**config.mk**
```make
export PLATFORM = sky130hd
export DESIGN_NAME = rxfmt_top
export DESIGN_NICKNAME = d
export VERILOG_FILES = /design/src/rtl/rxfmt_pkg.sv /design/src/rtl/rxfmt_mode_track.sv /design/src/rtl/rxfmt_phase.sv /design/src/rtl/rxfmt_lanes.sv /design/src/rtl/rxfmt_top.sv
export SDC_FILE = /design/constraint.sdc
export NUM_CORES = 1
export LEC_CHECK = 0
export BUFFER_PORTS_ARGS = -buffer_cell sky130_fd_sc_hd__buf_2
export CAP_MARGIN = 20
export CORE_UTILIZATION = 52
export CTS_CLUSTER_DIAMETER = 80
export CTS_CLUSTER_SIZE = 28
export DETAILED_ROUTE_END_ITERATION = 6
export PLACE_DENSITY = 0.76
export REMOVE_ABC_BUFFERS = 1
export SYNTH_ARGS = -nofsm -noshare
export SYNTH_HDL_FRONTEND = slang
export SYNTH_SLANG_ARGS = --single-unit
```
**constraint.sdc**
```tcl
create_clock -name clk -period 2.3 [get_ports clk]
set_clock_uncertainty 0.1 [all_clocks]
set_input_delay 0.46 -clock clk [delete_from_list [all_inputs] [get_ports clk]]
set_output_delay 0.46 -clock clk [all_outputs]
set_load 0.03 [all_outputs]
```
**src/rtl/rxfmt_pkg.sv**
```systemverilog
package rxfmt_pkg;

  typedef enum logic [1:0] {
    FMT_HALF = 2'd0,
    FMT_FULL = 2'd1,
    FMT_DDR  = 2'd2
  } fmt_e;

  // mode_sel has priority; rate_sel only matters on the 10-bit bus
  function automatic fmt_e fmt_decode(input logic msel, input logic rsel);
    if (msel)      return FMT_DDR;
    else if (rsel) return FMT_FULL;
    return FMT_HALF;
  endfunction

endpackage

```
**src/rtl/rxfmt_mode_track.sv**
```systemverilog
module rxfmt_mode_track
  import rxfmt_pkg::*;
(
  input  logic clk,
  input  logic rst,
  input  logic mode_sel,
  input  logic rate_sel,
  output fmt_e fmt_now,
  output fmt_e fmt_q,
  output logic resync
);

  assign fmt_now = fmt_decode(mode_sel, rate_sel);

  always_ff @(posedge clk) begin
    fmt_q <= fmt_now;
  end

  // only a change of the decoded format restarts the clocks
  assign resync = !rst && (fmt_now != fmt_q);

  // rate pin toggling in double-edge mode never restarts anything
  p_ddr_rate_ignored_r1: assert property (@(posedge clk) disable iff (rst)
    (fmt_q == FMT_DDR && mode_sel) |-> !resync);

endmodule

```
**src/rtl/rxfmt_phase.sv**
```systemverilog
module rxfmt_phase #(
  parameter int TICKS = 8,
  localparam int PW = $clog2(TICKS)
) (
  input  logic          clk,
  input  logic          rst,
  input  logic          resync,
  input  logic          word_stb,
  output logic          nx_active,
  output logic [PW-1:0] nx_ph,
  output logic          nx_slot,
  output logic          nx_first,
  output logic          act_q,
  output logic          first_q
);

  localparam logic [PW-1:0] LAST = PW'(TICKS - 1);

  logic [PW-1:0] ph_q;
  logic          slot_q;

  always_comb begin
    nx_active = act_q;
    nx_ph     = ph_q;
    nx_slot   = slot_q;
    nx_first  = first_q;
    if (resync) begin
      nx_active = 1'b0;
      nx_ph     = '0;
      nx_slot   = 1'b0;
      nx_first  = 1'b0;
    end else if (word_stb) begin
      nx_active = 1'b1;
      nx_ph     = '0;
      nx_slot   = act_q ? !slot_q : 1'b0;
      nx_first  = !act_q;
    end else if (act_q) begin
      if (ph_q == LAST) begin
        nx_ph    = '0;
        nx_slot  = !slot_q;
        nx_first = 1'b0;
      end else begin
        nx_ph = ph_q + 1'b1;
      end
    end
  end

  always_ff @(posedge clk) begin
    if (rst) begin
      act_q   <= 1'b0;
      ph_q    <= '0;
      slot_q  <= 1'b0;
      first_q <= 1'b0;
    end else begin
      act_q   <= nx_active;
      ph_q    <= nx_ph;
      slot_q  <= nx_slot;
      first_q <= nx_first;
    end
  end

  // a strobe with no format change starts a word window at phase zero
  p_stb_restart_r2: assert property (@(posedge clk) disable iff (rst)
    (word_stb && !resync) |=> (act_q && ph_q == '0));

  // the first word of a burst always sits in the second-clock slot
  p_first_slot_r5: assert property (@(posedge clk) disable iff (rst)
    first_q |-> !slot_q);

endmodule

```
**src/rtl/rxfmt_lanes.sv**
```systemverilog
module rxfmt_lanes
  import rxfmt_pkg::*;
#(
  parameter int DATA_W = 10,
  parameter int TICKS  = 8,
  localparam int PW     = $clog2(TICKS),
  localparam int HALF_W = DATA_W / 2
) (
  input  logic              clk,
  input  logic              rst,
  input  fmt_e              fmt_now,
  input  fmt_e              fmt_q,
  input  logic              word_stb,
  input  logic [DATA_W-1:0] word_in,
  input  logic              word_sync,
  input  logic              nx_active,
  input  logic [PW-1:0]     nx_ph,
  input  logic              nx_slot,
  input  logic              nx_first,
  input  logic              act_q,
  input  logic              first_q,
  output logic              bclk0,
  output logic              bclk1,
  output logic [DATA_W-1:0] rxd,
  output logic              rx_sync
);

  localparam logic [PW-1:0] HT = PW'(TICKS / 2);
  localparam logic [PW-1:0] QT = PW'(TICKS / 4);
  localparam logic [PW-1:0] TQ = PW'((3 * TICKS) / 4);

  logic [DATA_W-1:0] word_q, nx_word, d_nx;
  logic              sync_q, nx_sync, b0_nx, b1_nx, s_nx;

  assign nx_word = word_stb ? word_in : word_q;
  assign nx_sync = word_stb ? word_sync : sync_q;

  always_comb begin
    b0_nx = 1'b0;
    b1_nx = 1'b0;
    d_nx  = '0;
    s_nx  = 1'b0;
    if (nx_active) begin
      s_nx = nx_sync;
      unique case (fmt_now)
        FMT_FULL: begin
          b0_nx = (nx_ph >= HT);
          d_nx  = nx_word;
        end
        FMT_HALF: begin
          d_nx = nx_word;
          if (!nx_slot) begin
            b1_nx = (nx_ph >= HT);
            b0_nx = (nx_ph < HT) && !nx_first;
          end else begin
            b0_nx = (nx_ph >= HT);
            b1_nx = (nx_ph < HT);
          end
        end
        FMT_DDR: begin
          b0_nx = (nx_ph >= QT) && (nx_ph < TQ);
          d_nx[HALF_W-1:0] = (nx_ph < HT) ? nx_word[HALF_W-1:0]
                                          : nx_word[DATA_W-1:HALF_W];
        end
        default: ;
      endcase
    end
  end

  always_ff @(posedge clk) begin
    if (rst) begin
      word_q  <= '0;
      sync_q  <= 1'b0;
      bclk0   <= 1'b0;
      bclk1   <= 1'b0;
      rxd     <= '0;
      rx_sync <= 1'b0;
    end else begin
      word_q  <= nx_word;
      sync_q  <= nx_sync;
      bclk0   <= b0_nx;
      bclk1   <= b1_nx;
      rxd     <= d_nx;
      rx_sync <= s_nx;
    end
  end

  // idle means everything low
  p_idle_zero_r2: assert property (@(posedge clk) disable iff (rst)
    !act_q |-> (!bclk0 && !bclk1 && rxd == '0 && !rx_sync));

  // second clock quiet outside half-rate
  p_bclk1_quiet_r3: assert property (@(posedge clk) disable iff (rst)
    (fmt_q != FMT_HALF) |-> !bclk1);

  // antiphase once the first word window has passed
  p_antiphase_r4: assert property (@(posedge clk) disable iff (rst)
    (fmt_q == FMT_HALF && act_q && !first_q) |-> (bclk0 != bclk1));

  // first clock held low through the first half-rate word
  p_first_on_clk1_r5: assert property (@(posedge clk) disable iff (rst)
    (fmt_q == FMT_HALF && first_q) |-> !bclk0);

  // upper pins unused in double-edge mode
  p_upper_low_r6: assert property (@(posedge clk) disable iff (rst)
    (fmt_q == FMT_DDR) |-> (rxd[DATA_W-1:HALF_W] == '0));

  // data never moves on a capturing rising edge
  p_stable_rise_r9: assert property (@(posedge clk) disable iff (rst)
    ($rose(bclk0) || $rose(bclk1)) |-> ($stable(rxd) && $stable(rx_sync)));

  // second half steady at the double-edge falling edge
  p_stable_fall_r9: assert property (@(posedge clk) disable iff (rst)
    (fmt_q == FMT_DDR && $fell(bclk0) && act_q) |-> $stable(rxd));

endmodule

```
**src/rtl/rxfmt_top.sv**
```systemverilog
module rxfmt_top
  import rxfmt_pkg::*;
#(
  parameter int DATA_W = 10,
  parameter int TICKS  = 8,
  localparam int PW    = $clog2(TICKS)
) (
  input  logic              clk,
  input  logic              rst,
  input  logic              mode_sel,
  input  logic              rate_sel,
  input  logic              word_stb,
  input  logic [DATA_W-1:0] word_in,
  input  logic              word_sync,
  output logic              bclk0,
  output logic              bclk1,
  output logic [DATA_W-1:0] rxd,
  output logic              rx_sync
);

  fmt_e          fmt_now, fmt_q;
  logic          resync, nx_active, nx_slot, nx_first, act_q, first_q;
  logic [PW-1:0] nx_ph;

  rxfmt_mode_track u_mode (
    .clk(clk), .rst(rst), .mode_sel(mode_sel), .rate_sel(rate_sel),
    .fmt_now(fmt_now), .fmt_q(fmt_q), .resync(resync)
  );

  rxfmt_phase #(.TICKS(TICKS)) u_phase (
    .clk(clk), .rst(rst), .resync(resync), .word_stb(word_stb),
    .nx_active(nx_active), .nx_ph(nx_ph), .nx_slot(nx_slot),
    .nx_first(nx_first), .act_q(act_q), .first_q(first_q)
  );

  rxfmt_lanes #(.DATA_W(DATA_W), .TICKS(TICKS)) u_lanes (
    .clk(clk), .rst(rst), .fmt_now(fmt_now), .fmt_q(fmt_q),
    .word_stb(word_stb), .word_in(word_in), .word_sync(word_sync),
    .nx_active(nx_active), .nx_ph(nx_ph), .nx_slot(nx_slot),
    .nx_first(nx_first), .act_q(act_q), .first_q(first_q),
    .bclk0(bclk0), .bclk1(bclk1), .rxd(rxd), .rx_sync(rx_sync)
  );

endmodule

```
# Word-level counts from Yosys, hierarchy flattened
# Cells that the tools add are included.
dict set report op_classes {
  n_addsub 1
  n_lt_le_gt_ge 4
  eq_ne 4
  muxes 27
  bitwise 3
  reduce_logical 12
}
# cell count
set op_table {}
lappend op_table {{1-bit two-way mux} 16}
lappend op_table {{3-bit two-way mux} 4}
lappend op_table {{10-bit two-way mux} 1}
lappend op_table {{5-bit one-hot mux with 2 select lines} 1}
lappend op_table {{3-bit less-than comparator, second input constant} 2}
lappend op_table {{2-bit two-way mux} 3}
lappend op_table {{3-bit OR reduction} 2}
lappend op_table {{5-bit two-way mux} 1}
lappend op_table {{1-bit zero test} 4}
lappend op_table {{2-bit OR reduction} 2}
lappend op_table {{3-bit by 1-bit adder with 3-bit output, second input constant} 1}
lappend op_table {{3-bit == test, second input constant} 1}
lappend op_table {{3-bit by 2-bit greater-or-equal comparator with 1-bit output, second input constant} 1}
lappend op_table {{3-bit greater-or-equal comparator, second input constant} 1}
lappend op_table {{1-bit logical AND} 3}
lappend op_table {{1-bit inverter} 3}
lappend op_table {{1-bit one-hot mux with 3 select lines} 1}
lappend op_table {{2-bit by 1-bit == test with 1-bit output, second input constant} 1}
lappend op_table {{2-bit == test, second input constant} 1}
lappend op_table {{2-bit zero test} 1}
lappend op_table {{2-bit inequality test} 1}
dict set report totals {
  regBits 32
  inputBits 16
  out_inout_bits 13
  elab_cells 63
}

# Longest topological paths before layout
# Gate-level depths: netlist (run 1).
dict set report depth {
  depth_word 10
  depth_mapped 6
  mapped_depth_nobuf 6
}

# By module
# A second synthesis (run 1) with hierarchy kept.
dict set report unflattened {
  cells_unflattened 130
  hier_area_um2 1292.5
}
# mod instances cells_per_inst area_per_inst_um2
set by_module_without_submodules {}
lappend by_module_without_submodules {rxfmt_lanes 1 91 907.1}
lappend by_module_without_submodules {rxfmt_phase 1 31 301.5}
lappend by_module_without_submodules {rxfmt_mode_track 1 8 83.8}

# Worst setup path before layout (run 1)
# No wires, ideal clock.
dict set report synth_path {
  path_type {reg2reg}
  startpoint {register u_phase.ph_q[0]}
  endpoint {register u_lanes.bclk0}
  arrival_time_ns 1.656
  required_time_ns 2.126
  slack_ns 0.470
  stages_incl_launch_ff 7
  synth_period_minus_slack_ns 1.830
  path_cell_list {dfxtp_1 ha_1 ha_1 a21o_1 mux2_4 or4_1 a31oi_1}
}
dict set report synth_between {
  elab_chain_len 9
  elab_cells_between_ends 23
  cone_classes {add/sub (1); order compare (4); eq/ne (1); mux (14); reduce/logical (3)}
}
# item line
set synth_rtl {}
lappend synth_rtl {{start: declaration} rxfmt_phase.sv:19} ;# logic [PW-1:0] ph_q;
lappend synth_rtl {{start signal: assignment} rxfmt_phase.sv:56} ;# ph_q <= nx_ph;
lappend synth_rtl {{3-bit by 1-bit adder with 3-bit output / 3-bit == test (equally long branches)} {rxfmt_phase.sv:43, rxfmt_phase.sv:38}}
lappend synth_rtl {{3-bit two-way mux / 1-bit two-way mux (equally long branches)} rxfmt_phase.sv:38} ;# if (ph_q == LAST) begin
lappend synth_rtl {{3-bit two-way mux / 1-bit two-way mux (equally long branches)} rxfmt_phase.sv:37} ;# end else if (act_q) begin
lappend synth_rtl {{3-bit two-way mux / 1-bit two-way mux (equally long branches)} rxfmt_phase.sv:32} ;# end else if (word_stb) begin
lappend synth_rtl {{3-bit two-way mux / 1-bit two-way mux (equally long branches)} rxfmt_phase.sv:27} ;# if (resync) begin
lappend synth_rtl {{3-bit less-than comparator / 1-bit zero test (equally long branches)} rxfmt_lanes.sv:54} ;# b0_nx = (nx_ph < HT) && !nx_first;
lappend synth_rtl {{1-bit logical AND} rxfmt_lanes.sv:54}
lappend synth_rtl {{1-bit two-way mux} rxfmt_lanes.sv:52} ;# if (!nx_slot) begin
lappend synth_rtl {{1-bit one-hot mux with 3 select lines *} rxfmt_lanes.sv:45} ;# unique case (fmt_now)
lappend synth_rtl {{end signal: assignment} rxfmt_lanes.sv:81} ;# bclk0 <= b0_nx;
lappend synth_rtl {{end: declaration} rxfmt_lanes.sv:22} ;# output logic bclk0,
# Every way passes the cells marked *; elsewhere a longest branch is shown, timed or not.
# A chain may end at the register's enable or synchronous reset.

# Worst setup path in the final report (run 1)
# Same ends and word-level chain as after synthesis.

==> reports/summary.txt, run 1 <==
Min-Delay Endpoint -> u_lanes.word_q[4]$_SDFF_PP0_
post-synthesis mux area share -> 13.0%
setup TNS -> 0 ns
Req. time, crit path -> 2.46 ns
Slowest-stage cell, CP -> or4_1
pwr dens -> 720 nW/um^2
initial antenna violation count -> 0
CTS tree -> done
DR DRC count -> 0
CTS max path bufs -> 2
DRT iter0 DRCs -> 5
drt wl/cell -> 13.5 um
cts repair resizes -> 0
crit-path cells -> ha_1, ha_1, a21o_1, mux2_4, or4_1, a31oi_1
number of setup buffers added after CTS -> 0
main combinational cell family by area after synthesis -> simple AND/OR/NAND/NOR gates
EDFF count, synth -> 0
Synth Register Bits -> 32
yosys warns -> 0
RePlAce Congestion -> 0.752
Synth Area in Compound Gates -> 12.4%
vias -> 954
Num CTS Buffers -> 5
H-tree levels -> 2
most used cell, CP -> ha_1
DIE AREA -> 2720 sq um
R2R Path End -> u_lanes.bclk0$_SDFF_PP0_
Hold Vio Cnt, Final -> 0
R2R Setup Slk -> 0.34 ns
first-pass GRT wire length -> 4090 um
Vias/cell -> 5.30
P_leak -> 0.683 nW
final setup vio count -> 0
clock slew at reported path FFs -> 0.10 ns
peak supply drop -> 636 uV
Crit Path Class -> flip-flop to flip-flop
hold buffer count at CTS -> 0
Yosys cell types -> 34
total routed wirelength -> 2430 um
vias in the first global route -> 958
slowest cell delay on critical path -> 0.39 ns
# clock sinks -> 32
Rows -> 17
Syn Std Cell Area -> 1310 sq um
predominant post-synthesis flop cell -> dfxtp_1
r2r startpoint -> u_phase.ph_q[0]$_SDFF_PP0_
ANT nets after route -> 0
Final Max Slew Viols -> 0
Syn Area/Cell -> 10.8 sq um
status -> finished, final reports clean
Mapped Cells -> 121
Worst Hold Class -> input port to flip-flop
Syn-to-layout area delta -> 16.4%
sequential-to-total area share from yosys stat -> 48.9%
total track usage -> 22.1%
I/O Pins -> 29
actual slew at the worst max-slew pin -> 0.839 ns
Final Cycle Share -> 85.1%
TritonRoute pass-1 iters -> 4
initial core utilization -> 57.0%
hold path depth -> 3
layout filler cell count -> 194
GRT overflow -> 0
CTS root buf -> clkbuf_4
I/O Buffers -> 28
Final min period -> 1.96 ns
Adder-Cell Fraction of Synth Area -> 1.91%
FFs w/ async S/R, synth -> 0%
CP arrival -> 2.12 ns
most frequent cells in the layout -> 32 x dfxtp_1, 28 x buf_2, 17 x nor2_1, 14 x mux2i_1, 7 x nor2b_1
nets@finish -> 169
CP Max Fanout -> 4
area share of and/or/nand/nor cells after synthesis -> 16.9%
maxcap violations -> 0
Setup crit start kind -> flip-flop
layout cell share with drive strength beyond 1 -> 34.2%
XOR/XNOR Fraction of Synth Area -> 2.01%
worst reg2reg path depth -> 6
largest net degree at the start of global routing -> 16
commonest non-fill, non-tap cell in the layout -> dfxtp_1
number of antenna diodes -> 0
Die X -> 52.2 um
CP endpoint kind -> flip-flop
unrepaired setup endpoints after global routing -> no
hold path startpoint -> word_in[4]
Slew Limit Headroom -> 44.1%
hpwl dp -> 1650 um
die extent in y -> 52.2 um
Max Fclk -> 511 MHz
Worst-Skew Late Latency -> 0.33 ns
Final Power -> 0.00110 W
Core Footprint -> 2300 sq um
[cell usage after synthesis, types with 2 or more instances]
cell      count  share of area, %
dfxtp_1      32                49
nor2_1       17               4.9
mux2i_1      14                11
nor2b_1       7               3.3
nor3_2        5               3.8
a211oi_2      3               2.9
buf_6         3               2.6
inv_1         3              0.86
a211oi_1      2               1.1
a31oi_1       2              0.96
buf_2         2              0.76
clkbuf_1      2              0.57
ha_1          2               1.9
mux2_4        2               2.3
nand2_1       2              0.57
nand2b_1      2              0.96
nor3_1        2              0.76
o21ai_0       2              0.76
xor2_1        2               1.3
[per-stage QoR]
stage / util [%] / hold WS (ns) / instance area [sq um] / cells / worst slack [ns]
finish: 66.3 / 0.283 / 1520 / 180 / 0.342
global route: 66.3 / 0.295 / 1520 / 180 / 0.219
CTS: 66.3 / 0.271 / 1520 / 180 / 0.325
detailed placement: 63.0 / 0.386 / 1450 / 172 / 0.231
global placement: 63.0 / 0.375 / 1450 / 172 / 0.297
floorplan: - / 0.356 / 1260 / 114 / 0.464
[logic make-up after synthesis]
logic type,count (synthesis)
simple gates,40
flops,32
compound gates,18
mux,16
buf+inv,10
xor+xnor,3
fa+ha+maj,2
[routing by layer]
metal  global-route usage, %  part of all wire (%)  vias to the layer above
met5                       0                     0                        -
met4                    15.4                   2.7                        0
met3                    6.96                   5.6                        6
met2                    36.3                    48                       28
met1                    23.9                    44                      437
li1                        -                     -                      483
[layout make-up]
type	count	area, sq um	area share [%]
multi-input cells	79	606	39.7
flip-flops and latches	32	641	42.0
clock buffers	6	41.3	2.71
clock inverters	2	35.0	2.30
well taps	28	35.0	2.30
inverters	3	11.3	0.739
repair buffers	30	155	10.2
[power breakdown]
| part | internal (W) | total [W] | switching [W] |
|---|---|---|---|
| combinational | 0.0000398 | 0.0000980 | 0.0000582 |
| sequential | 0.000572 | 0.000579 | 0.00000761 |
| clock | 0.000228 | 0.000420 | 0.000192 |
[how the worst max path moves through the flow]
| stage | slack [ns] | to | start | cells past startpoint |
|---|---|---|---|---|
| 2_1_floorplan | 0.46 | u_lanes.bclk0$_SDFF_PP0_ | u_phase.ph_q[0]$_SDFF_PP0_ | 6 |
| 3_3_place_gp | 0.30 | u_lanes.bclk1$_SDFF_PP0_ | mode_sel | 5 |
| 3_5_place_dp | 0.23 | u_lanes.bclk1$_SDFF_PP0_ | mode_sel | 5 |
| 4_1_cts | 0.32 | u_lanes.bclk0$_SDFF_PP0_ | u_phase.ph_q[1]$_SDFF_PP0_ | 6 |
| 5_1_grt | 0.22 | u_lanes.bclk0$_SDFF_PP0_ | u_phase.ph_q[0]$_SDFF_PP0_ | 6 |
| 6_report | 0.34 | u_lanes.bclk0$_SDFF_PP0_ | u_phase.ph_q[0]$_SDFF_PP0_ | 6 |
[registers in the layout, indices dropped and copies added, names as in the netlist]
register,flops
u_phase.ph_q,3
u_phase.slot_q,1
u_lanes.rxd,10
u_phase.first_q,1
u_lanes.bclk0,1
u_phase.act_q,1
u_lanes.rx_sync,1
u_lanes.sync_q,1
u_lanes.bclk1,1
u_lanes.word_q,10
u_mode.fmt_q,2
[critical path, delay by kind of cell, from the launching register on]
family | cells | cell delay (ns)
muxes | 1 | 0.28
AOI/OAI and AO/OA | 2 | 0.36
adders and majority gates | 2 | 0.41
and+or+nand+nor | 1 | 0.39
DFF | 1 | 0.34
Note: power is estimated with default switching activity, not from simulation.
==> run 2: changes to the inputs <==
--- a/config.mk
+++ b/config.mk
@@ -12,6 +12,7 @@
 export CTS_CLUSTER_SIZE = 28
 export DETAILED_ROUTE_END_ITERATION = 6
 export PLACE_DENSITY = 0.76
+export RECOVER_POWER = 100
 export REMOVE_ABC_BUFFERS = 1
 export SYNTH_ARGS = -nofsm -noshare
 export SYNTH_HDL_FRONTEND = slang
==> run 2 against run 1 <==
  * Total power shrank 0.75%
  * Combinational power shrank 4.1%
  * Die area is the same
  * Sequential share of layout area grew 1.2 points
  * Clock-buffer cell count is the same
  * Via count grew 2.0%
  * Clock power shrank 1%
  * Final area shrank 2.8%
  * Largest cell class unchanged
  * Highest routed layer unchanged
==> reports/summary.txt, run 2 (synthesis results as in run 1) <==
vias -> 973 (+2.0%)
CP endpoint kind -> flip-flop
Final min period -> 2.00 ns (+0.0414 ns)
CP Max Fanout -> 4 (unchanged)
R2R Setup Slk -> 0.30 ns (-0.04 ns)
DRT iter0 DRCs -> 5 (unchanged)
commonest non-fill, non-tap cell in the layout -> dfxtp_1
Worst Hold Class -> input port to flip-flop
Setup crit start kind -> flip-flop
Worst-Skew Late Latency -> 0.33 ns (about the same)
most frequent cells in the layout -> 32 x dfxtp_1, 17 x nor2_1, 17 x clkbuf_1, 14 x mux2i_1, 14 x buf_2
pwr dens -> 735 nW/um^2 (+2.1%)
RePlAce Congestion -> 0.752 (unchanged)
actual slew at the worst max-slew pin -> 0.811 ns (-0.0279 ns)
unrepaired setup endpoints after global routing -> no
GRT overflow -> 0 (unchanged)
layout cell share with drive strength beyond 1 -> 21.1% (-13 points)
drt wl/cell -> 13.6 um (+0.66%)
Max Fclk -> 500 MHz (-2.1%)
Top Registers -> u_lanes.rxd x10, u_lanes.word_q x10, u_phase.ph_q x3
ANT nets after route -> 0 (unchanged)
maxcap violations -> 0 (unchanged)
Num CTS Buffers -> 5 (unchanged)
Req. time, crit path -> 2.46 ns (about the same)
CP arrival -> 2.16 ns (+0.04 ns)
hold buffer count at CTS -> 0 (unchanged)
fin cells -> 180 (unchanged)
largest net degree at the start of global routing -> 16 (unchanged)
Final Cycle Share -> 86.9% (+1.8 points)
Hold Vio Cnt, Final -> 0 (unchanged)
P_leak -> 0.615 nW (-9.9%)
initial antenna violation count -> 0 (unchanged)
Rows -> 17 (unchanged)
Core Footprint -> 2300 sq um (unchanged)
cts repair resizes -> 0 (unchanged)
setup TNS -> 0 ns (unchanged)
number of antenna diodes -> 0 (unchanged)
# clock sinks -> 32 (unchanged)
final setup vio count -> 0 (unchanged)
first-pass GRT wire length -> 4090 um (unchanged)
nets@finish -> 169 (unchanged)
DR DRC count -> 0 (unchanged)
die extent in y -> 52.2 um (unchanged)
number of setup buffers added after CTS -> 0 (unchanged)
clock slew at reported path FFs -> 0.10 ns (about the same)
Syn-to-layout area delta -> 13.2%
post-route cell area -> 1480 sq um (-2.8%)
Die X -> 52.2 um (unchanged)
total routed wirelength -> 2450 um (+0.66%)
vias in the first global route -> 958 (unchanged)
Inst Count DP -> 172 (unchanged)
Crit Path Class -> flip-flop to flip-flop
Slew Limit Headroom -> 45.9% (+1.9 points)
Vias/cell -> 5.41 (+2.0%)
DIE AREA -> 2720 sq um (unchanged)
initial core utilization -> 57.0% (unchanged)
CTS root buf -> clkbuf_4
TritonRoute pass-1 iters -> 4 (unchanged)
status -> finished, final reports clean
I/O Buffers -> 28 (unchanged)
I/O Pins -> 29 (unchanged)
CTS tree -> done
placed inst area -> 1450 sq um (unchanged)
CTS max path bufs -> 2 (unchanged)
peak supply drop -> 633 uV (-0.45%)
H-tree levels -> 2 (unchanged)
hpwl dp -> 1650 um (unchanged)
total track usage -> 22.1% (unchanged)
Final Max Slew Viols -> 0 (unchanged)
## run 2: path summary, 6_finish.rpt
kind	startpoint	endpoint	cells past startpoint
worst max-delay path	u_phase.ph_q[0]$_SDFF_PP0_	u_lanes.bclk0$_SDFF_PP0_	6
worst min-delay path	word_in[4]	u_lanes.word_q[4]$_SDFF_PP0_	3
worst max register to register	u_phase.ph_q[0]$_SDFF_PP0_	u_lanes.bclk0$_SDFF_PP0_	6
worst min register to register	u_lanes.word_q[4]$_SDFF_PP0_	u_lanes.word_q[4]$_SDFF_PP0_	2
## run 2: layer usage
| metal | part of all wire, % | vias up | track usage (%) |
|---|---|---|---|
| met2 | 48 | 34 | 36.3 |
| li1 | - | 485 | - |
| met5 | 0 | - | 0 |
| met1 | 44 | 448 | 23.9 |
| met4 | 2.5 | 0 | 15.4 |
| met3 | 6.0 | 6 | 6.96 |
## run 2: report_power, final
part	switching, W	internal (W)	leakage, nW
clock	0.000188	0.000228	0.0422
combinational	0.0000572	0.0000368	0.312
sequential	0.00000743	0.000572	0.261
total	0.000253	0.000836	0.615
## run 2: through the flow
stage	utilization [%]	hold WS, ns	setup slack, ns	power (W)
2_1_floorplan	-	0.356	0.464	0.000646
3_3_place_gp	63.0	0.375	0.297	0.000687
3_5_place_dp	63.0	0.386	0.231	0.000690
4_1_cts	66.3	0.271	0.325	0.00111
5_1_grt	64.5	0.303	0.178	0.00113
6_report	64.5	0.287	0.301	0.00109
## run 2: cell type report
| cell class | count | area, sq um |
|---|---|---|
| clock buffers | 6 | 41.3 |
| clock inverters | 2 | 35.0 |
| fillers | 204 | 816 |
| inverters | 3 | 11.3 |
| multi-input cells | 79 | 588 |
| flip-flops and latches | 32 | 641 |
| well taps | 28 | 35.0 |
| repair buffers | 30 | 130 |
## run 2: worst max-delay path, cell delays in order (launching register included)
cell	delay, ns
dfxtp_1	0.34
ha_1	0.20
ha_1	0.30
mux2_1	0.20
nand2_1	0.13
or4_1	0.48
a31oi_1	0.18
